## config.mk

```make
export PLATFORM = sky130hd
export DESIGN_NAME = mdio_master
export DESIGN_NICKNAME = d
export VERILOG_FILES = /design/src/rtl/mdio_pkg.sv /design/src/rtl/mdio_clkdiv.sv /design/src/rtl/mdio_framer.sv /design/src/rtl/mdio_sampler.sv /design/src/rtl/mdio_master.sv
export SDC_FILE = /design/constraint.sdc
export NUM_CORES = 1
export LEC_CHECK = 0
export CAP_MARGIN = 25
export CELL_PAD_IN_SITES_DETAIL_PLACEMENT = 2
export CELL_PAD_IN_SITES_GLOBAL_PLACEMENT = 2
export CORE_AREA = 2 2 149 151
export CTS_CLUSTER_SIZE = 28
export DETAILED_ROUTE_END_ITERATION = 16
export DIE_AREA = 0 0 151 153
export PLACE_DENSITY_LB_ADDON = 0.08
export SYNTH_ARGS = -nofsm -noshare
export SYNTH_HDL_FRONTEND = slang
export SYNTH_HIERARCHICAL = 1
export SYNTH_SLANG_ARGS = --single-unit
```

## constraint.sdc

```tcl
create_clock -name clk -period 6.02 [get_ports clk]
set_clock_uncertainty 0.1 [all_clocks]
set_input_delay 1.204 -clock clk [delete_from_list [all_inputs] [get_ports clk]]
set_output_delay 1.204 -clock clk [all_outputs]
set_load 0.05 [all_outputs]
```

## src/rtl/mdio_pkg.sv

```systemverilog
package mdio_pkg;

  localparam int FRAME_BITS = 64;
  localparam int IDX_W      = $clog2(FRAME_BITS);
  localparam int TA_POS     = 46;
  localparam int DATA_POS   = 48;
  localparam int DATA_W     = 16;
  localparam int HALF_W     = 8;
  localparam int LAT_W      = 3;

  // command word field positions
  localparam int CB_GO    = 31;
  localparam int CB_C22   = 28;
  localparam int CB_OP_HI = 27;
  localparam int CB_OP_LO = 26;
  localparam int CB_PA_HI = 25;
  localparam int CB_PA_LO = 21;
  localparam int CB_RA_HI = 20;
  localparam int CB_RA_LO = 16;

  // settings word field positions
  localparam int SB_HALF_HI = 31;
  localparam int SB_HALF_LO = 24;
  localparam int SB_EDGE    = 23;
  localparam int SB_LAT_HI  = 22;
  localparam int SB_LAT_LO  = 20;

  typedef enum logic [1:0] {
    FR_IDLE = 2'd0,
    FR_RUN  = 2'd1,
    FR_TAIL = 2'd2
  } fr_state_t;

  function automatic logic [FRAME_BITS-1:0] build_frame(
    input logic             short_form,
    input logic [1:0]       opc,
    input logic [4:0]       port_adr,
    input logic [4:0]       reg_adr,
    input logic [DATA_W-1:0] payload
  );
    logic [1:0] turn;
    logic [DATA_W-1:0] body;
    turn = opc[1] ? 2'b11 : 2'b10;
    body = opc[1] ? {DATA_W{1'b1}} : payload;
    return {32'hFFFF_FFFF, 1'b0, short_form, opc, port_adr, reg_adr, turn, body};
  endfunction

endpackage

```

## src/rtl/mdio_clkdiv.sv

```systemverilog
module mdio_clkdiv #(
  parameter int TW = 8
) (
  input  logic          clk,
  input  logic          rst_n,
  input  logic          run,
  input  logic [TW-1:0] half_cfg,
  output logic          mdc,
  output logic          rise_evt,
  output logic          fall_evt
);

  logic [TW-1:0] cnt_q, cnt_d, lim;
  logic          mdc_d, hit;

  always_comb begin
    lim   = (half_cfg == '0) ? '0 : half_cfg - 1'b1;
    hit   = run && (cnt_q == lim);
    cnt_d = cnt_q;
    mdc_d = mdc;
    if (!run) begin
      cnt_d = '0;
      mdc_d = 1'b0;
    end else if (hit) begin
      cnt_d = '0;
      mdc_d = ~mdc;
    end else begin
      cnt_d = cnt_q + 1'b1;
    end
  end

  assign rise_evt = hit && !mdc;
  assign fall_evt = hit && mdc;

  always_ff @(posedge clk or negedge rst_n) begin
    if (!rst_n) begin
      cnt_q <= '0;
      mdc   <= 1'b0;
    end else begin
      cnt_q <= cnt_d;
      mdc   <= mdc_d;
    end
  end

endmodule

```

## src/rtl/mdio_framer.sv

```systemverilog
module mdio_framer
  import mdio_pkg::*;
(
  input  logic                  clk,
  input  logic                  rst_n,
  input  logic                  start,
  input  logic [FRAME_BITS-1:0] frame_in,
  input  logic                  rd_in,
  input  logic                  fall_evt,
  input  logic                  sample_busy,
  output logic                  run,
  output logic                  busy,
  output logic                  done,
  output logic [IDX_W-1:0]      bit_idx,
  output logic                  is_read,
  output logic                  mdio_o,
  output logic                  mdio_oe
);

  localparam logic [IDX_W-1:0] LAST_IDX = IDX_W'(FRAME_BITS - 1);
  localparam logic [IDX_W-1:0] TA_IDX   = IDX_W'(TA_POS);

  fr_state_t             state_q, state_d;
  logic [FRAME_BITS-1:0] sh_q, sh_d;
  logic [IDX_W-1:0]      idx_q, idx_d;
  logic                  rd_q, rd_d;

  always_comb begin
    state_d = state_q;
    sh_d    = sh_q;
    idx_d   = idx_q;
    rd_d    = rd_q;
    case (state_q)
      FR_IDLE: begin
        if (start) begin
          sh_d    = frame_in;
          idx_d   = '0;
          rd_d    = rd_in;
          state_d = FR_RUN;
        end
      end
      FR_RUN: begin
        if (fall_evt) begin
          if (idx_q == LAST_IDX) begin
            state_d = FR_TAIL;
          end else begin
            idx_d = idx_q + 1'b1;
            sh_d  = {sh_q[FRAME_BITS-2:0], 1'b0};
          end
        end
      end
      FR_TAIL: begin
        if (!sample_busy) state_d = FR_IDLE;
      end
      default: state_d = FR_IDLE;
    endcase
  end

  always_ff @(posedge clk or negedge rst_n) begin
    if (!rst_n) begin
      state_q <= FR_IDLE;
      sh_q    <= '0;
      idx_q   <= '0;
      rd_q    <= 1'b0;
    end else begin
      state_q <= state_d;
      sh_q    <= sh_d;
      idx_q   <= idx_d;
      rd_q    <= rd_d;
    end
  end

  assign run     = (state_q == FR_RUN);
  assign busy    = (state_q != FR_IDLE);
  assign done    = (state_q == FR_TAIL) && !sample_busy;
  assign bit_idx = idx_q;
  assign is_read = rd_q;
  assign mdio_o  = sh_q[FRAME_BITS-1];
  assign mdio_oe = run && (!rd_q || (idx_q < TA_IDX));

endmodule

```

## src/rtl/mdio_sampler.sv

```systemverilog
module mdio_sampler #(
  parameter int LW = 3,
  parameter int DW = 16
) (
  input  logic          clk,
  input  logic          rst_n,
  input  logic          rise_evt,
  input  logic          fall_evt,
  input  logic          edge_sel,
  input  logic [LW-1:0] lat,
  input  logic          window,
  input  logic          mdio_i,
  output logic          pending,
  output logic [DW-1:0] rx
);

  logic          pend_q, pend_d, hit, cap;
  logic [LW-1:0] lc_q, lc_d;
  logic [DW-1:0] rx_q, rx_d;

  always_comb begin
    hit    = window && (edge_sel ? fall_evt : rise_evt);
    pend_d = pend_q;
    lc_d   = lc_q;
    cap    = 1'b0;
    if (pend_q) begin
      if (lc_q == LW'(1)) begin
        cap    = 1'b1;
        pend_d = 1'b0;
      end else begin
        lc_d = lc_q - 1'b1;
      end
    end
    if (hit) begin
      if (lat == '0) begin
        cap = 1'b1;
      end else begin
        pend_d = 1'b1;
        lc_d   = lat;
      end
    end
    rx_d = cap ? {rx_q[DW-2:0], mdio_i} : rx_q;
  end

  always_ff @(posedge clk or negedge rst_n) begin
    if (!rst_n) begin
      pend_q <= 1'b0;
      lc_q   <= '0;
      rx_q   <= '0;
    end else begin
      pend_q <= pend_d;
      lc_q   <= lc_d;
      rx_q   <= rx_d;
    end
  end

  assign pending = pend_q;
  assign rx      = rx_q;

endmodule

```

## src/rtl/mdio_master.sv

```systemverilog
module mdio_master
  import mdio_pkg::*;
#(
  parameter int          ADDR_W    = 3,
  parameter int unsigned DEF_THRES = 20
) (
  input  logic              clk,
  input  logic              rst_n,
  input  logic              reg_we,
  input  logic [ADDR_W-1:0] reg_addr,
  input  logic [31:0]       reg_wdata,
  output logic [31:0]       reg_rdata,
  output logic              mdc,
  output logic              mdio_o,
  output logic              mdio_oe,
  input  logic              mdio_i
);

  localparam logic [ADDR_W-1:0] CTRL_OFS = ADDR_W'(0);
  localparam logic [ADDR_W-1:0] DATA_OFS = ADDR_W'(4);
  localparam logic [IDX_W-1:0]  DATA_IDX = IDX_W'(DATA_POS);

  // reset: asynchronous assert, synchronous release
  logic rst_meta, srst_n;
  always_ff @(posedge clk or negedge rst_n) begin
    if (!rst_n) begin
      rst_meta <= 1'b0;
      srst_n   <= 1'b0;
    end else begin
      rst_meta <= 1'b1;
      srst_n   <= rst_meta;
    end
  end

  logic              ctrl_wr, data_wr, start;
  logic [30:0]       ctrl_q, ctrl_d;
  logic [HALF_W-1:0] half_q, half_d;
  logic              edge_q, edge_d;
  logic [LAT_W-1:0]  lat_q, lat_d;
  logic [DATA_W-1:0] rd_q, rd_d;

  logic              fr_run, fr_busy, fr_done, fr_read, smp_pend, win;
  logic              rise_evt, fall_evt;
  logic [IDX_W-1:0]  fr_idx;
  logic [DATA_W-1:0] rx_word;
  logic [FRAME_BITS-1:0] frame_w;

  assign ctrl_wr = reg_we && (reg_addr == CTRL_OFS);
  assign data_wr = reg_we && (reg_addr == DATA_OFS);
  assign start   = ctrl_wr && reg_wdata[CB_GO] && !fr_busy;
  assign frame_w = build_frame(reg_wdata[CB_C22], reg_wdata[CB_OP_HI:CB_OP_LO],
                               reg_wdata[CB_PA_HI:CB_PA_LO],
                               reg_wdata[CB_RA_HI:CB_RA_LO],
                               reg_wdata[DATA_W-1:0]);
  assign win     = fr_run && fr_read && (fr_idx >= DATA_IDX);

  always_comb begin
    ctrl_d = ctrl_q;
    half_d = half_q;
    edge_d = edge_q;
    lat_d  = lat_q;
    rd_d   = rd_q;
    if (start) ctrl_d = reg_wdata[30:0];
    if (data_wr) begin
      half_d = reg_wdata[SB_HALF_HI:SB_HALF_LO];
      edge_d = reg_wdata[SB_EDGE];
      lat_d  = reg_wdata[SB_LAT_HI:SB_LAT_LO];
    end
    if (fr_done && fr_read) rd_d = rx_word;
  end

  always_ff @(posedge clk or negedge srst_n) begin
    if (!srst_n) begin
      ctrl_q <= '0;
      half_q <= HALF_W'(DEF_THRES);
      edge_q <= 1'b0;
      lat_q  <= '0;
      rd_q   <= '0;
    end else begin
      ctrl_q <= ctrl_d;
      half_q <= half_d;
      edge_q <= edge_d;
      lat_q  <= lat_d;
      rd_q   <= rd_d;
    end
  end

  always_comb begin
    case (reg_addr)
      CTRL_OFS: reg_rdata = {fr_busy, ctrl_q};
      DATA_OFS: reg_rdata = {half_q, edge_q, lat_q, 3'b000, !fr_busy, rd_q};
      default:  reg_rdata = '0;
    endcase
  end

  mdio_clkdiv #(.TW(HALF_W)) u_clkdiv (
    .clk      (clk),
    .rst_n    (srst_n),
    .run      (fr_run),
    .half_cfg (half_q),
    .mdc      (mdc),
    .rise_evt (rise_evt),
    .fall_evt (fall_evt)
  );

  mdio_framer u_framer (
    .clk         (clk),
    .rst_n       (srst_n),
    .start       (start),
    .frame_in    (frame_w),
    .rd_in       (reg_wdata[CB_OP_HI]),
    .fall_evt    (fall_evt),
    .sample_busy (smp_pend),
    .run         (fr_run),
    .busy        (fr_busy),
    .done        (fr_done),
    .bit_idx     (fr_idx),
    .is_read     (fr_read),
    .mdio_o      (mdio_o),
    .mdio_oe     (mdio_oe)
  );

  mdio_sampler #(.LW(LAT_W), .DW(DATA_W)) u_sampler (
    .clk      (clk),
    .rst_n    (srst_n),
    .rise_evt (rise_evt),
    .fall_evt (fall_evt),
    .edge_sel (edge_q),
    .lat      (lat_q),
    .window   (win),
    .mdio_i   (mdio_i),
    .pending  (smp_pend),
    .rx       (rx_word)
  );

endmodule

```

==> results.md <==
- Worst EP required: 6.18 ns
- Slew Limit Headroom: 34.4%
- Post_cts resized: 0
- Crit Path Class: reg2reg
- Pwr Density: 369 nW/um2
- Post-Route WL: 21300 um
- Largest cells by area after synthesis: dfrtp_1 49%, mux2i_1 7.9%, mux2_2 5.1%, nand3_1 4.4%, o21ai_2 4.3%
- CTS tree: built
- Hold path startpoint: rst_meta
- DR iter-0 viols: 170
- DIE AREA: 23100 um2
- Largest net degree at the start of global routing: 69
- Placed insts: 1036
- Final WS setup: 1.30 ns
- Hold Path Depth: 0
- Status: complete, no violations
- Worst-path fanout max: 68
- Worst reg2reg setup slack: 1.30 ns
- Count of cell types in the netlist: 70
- Top cells by count, synth: 161 x dfrtp_1, 73 x nand3_1, 65 x mux2i_1
- Vias: 5784
- Root Driver: clkbuf_16
- Post-Syn Instances: 690
- Setup repair after global routing missed its margin: no
- Most numerous cell in the Yosys netlist: dfrtp_1
- Nets: 819
- Reg2Reg Depth: 13
- First drt pass iteration count: 4
- Antenna violations before repair: 0
- DR DRC count: 0
- CTS buffer count: 17
- IO Count: 74
- Antenna diodes: 0
- Vias/cell: 5.42
- Final Wtd Congestion: 0.775
- Number of global-route vias before repair: 6467
- Top cell type's share of synthesized area: 49.1%
- Share of layout cells above drive strength 1: 21.6%
- Ys Warns: 6
- Max-cap violations: 0
- EDFF count, synth: 0
- Main flop type after synthesis: dfrtp_1
- Core area: 21500 um2
- Final Setup Violations: 0
- Synth area leader: dfrtp_1
- # clock sinks: 163
- Lkg Pwr: 4.55 nW
- GRT overflow: 0
- Syn Area/Cell: 11.9 um2
- Mapped cell area: 8210 um2
- Final Slew Violations: 0
- VDD IR-drop max: 175 uV
- Max Root-Sink Buffers: 2
- Total track usage: 20.0%
- Yosys reg bits: 163
- Design area: 9770 um2
- Final critical-path required period: 4.72 ns
- Row count: 54
- Sequential element share of the synthesized area: 49.7%
- Fmax: 0.212 GHz
- Post-Place Cell Area: 9170 um2
- H-tree depth: 4
- Worst-Margin Slew: 0.984 ns
- Crit share post-route: 78.4%
- Setup crit start kind: flop
- R2R Path End: u_framer/sh_q[24]
- Setup repair bufs after CTS: 0
- Post-synthesis async set-or-reset flop share: 100%
- Hold buffer count at CTS: 0
- Hold worst-path end: srst_n
- Clock Latency Late Sink: 0.44 ns
- RR Startpoint: half_q[0]
- Die Ht: 153 um
- Worst hold-check path type: reg2reg
- Hold Vio Cnt, Final: 0
- Element type at the critical path end: flop
- Worst-path clk slew: 0.07 ns
- Hpwl dp: 14000 um
- Crit path arrival time: 4.88 ns
- Die span in x: 151 um
- Initial Util: 38.2%
- Post-DRT Antenna Nets: 0
- Place WS: 1.23 ns
- Syn-to-layout area delta: 19.0%
- Routed len/inst: 20.0 um
- First-pass GRT wire length: 36200 um
- PortBufs: 73
- Setup TNS: 0 ns
- Non-Filler Instances: 1068
area by class of cell:
cell class	instances	area, um2
Fill cell	2200	11700
Clock inverter	15	176
Tap cell	280	350
Sequential cell	163	4090
Multi-Input combinational cell	500	3900
Inverter	12	46.3
Timing Repair Buffer	81	791
Clock buffer	17	425
flip-flops by register name, indices dropped and copies added (netlist names), 3 cells and up:
signal and cells:
rd_q 16, u_framer/sh_q 64, lat_q 3, u_sampler/rx 16, u_clkdiv/cnt_q 8, u_framer/bit_idx 6
half_q 8, ctrl_q 31, u_sampler/lc_q 3
metrics by stage:
stage               util (%)  hold WS (ns)  total power, mW
finish                  45.5         0.264             3.61
global route            45.5         0.278             3.86
CTS                     45.5         0.270             3.67
detailed placement      42.7         0.242             2.54
global placement        42.7         0.239             2.47
floorplan                  -         0.231             2.27
logic make-up after synthesis:
family | Yosys count | synth area share, %
flip-flops | 163 | 49.7
multiplexers | 142 | 19.0
buffers and inverters | 60 | 4.45
XOR/XNOR | 10 | 1.07
AND/OR/NAND/NOR | 177 | 12.2
other | 2 | 0.0914
adder cells (fa/ha/maj) | 5 | 0.762
AO/OA/AOI/OAI | 131 | 12.7
report_power, final:
| part | internal (mW) | switching (mW) |
|---|---|---|
| registers | 1.38 | 0.231 |
| logic | 0.411 | 0.484 |
| clock network | 0.565 | 0.537 |
| total | 2.36 | 1.25 |
critical path, stage by stage (launching register included):
cell and delay (ns):
dfrtp_1 0.49, inv_1 0.10, ha_1 0.29, or3b_1 0.51
nor4_4 0.31, nand2_1 0.11, o211ai_1 0.17, or4_4 0.23
nor3_1 0.05, buf_4 0.16, nand3b_4 0.11, a31o_4 0.65
and2_4 0.95, o21ai_0 0.27
layout by cell type, fill, tap and decap left out, types with 28 or more instances in the layout:
| cell | Yosys | layout |
|---|---|---|
| dfrtp_1 | 161 | 160 |
| mux2_2 | 37 | 37 |
| mux2_1 | 29 | 29 |
| o21ai_0 | 32 | 32 |
| nand3_1 | 73 | 73 |
| conb_1 | 2 | 35 |
| clkdlybuf4s50_1 | 0 | 73 |
| a22o_1 | 28 | 28 |
| o21ai_2 | 40 | 40 |
| mux2i_1 | 65 | 65 |
routing by layer:
layer  global-route usage, %  share of wire, %  wire length (um)
met1                    26.7                44              9470
met2                    33.5                51             10900
met3                    3.94               3.5               750
met4                    5.03               1.1               245
met5                       0                 0                 0
how the worst max path moves through the flow:
| stage | start | to | slack [ns] | depth (start not counted) |
|---|---|---|---|---|
| after floorplan | srst_n | ctrl_q[0] | 1.05 | 0 |
| after global placement | reg_addr[2] | reg_rdata[16] | 1.42 | 6 |
| after CTS | half_q[0] | u_framer/sh_q[24] | 1.24 | 13 |
| after global routing | half_q[0] | u_framer/sh_q[36] | 0.81 | 13 |
| after detailed placement | half_q[0] | u_framer/sh_q[31] | 1.23 | 13 |
| final | half_q[0] | u_framer/sh_q[24] | 1.30 | 13 |
No activity file was read; power rests on OpenSTA's default activity.
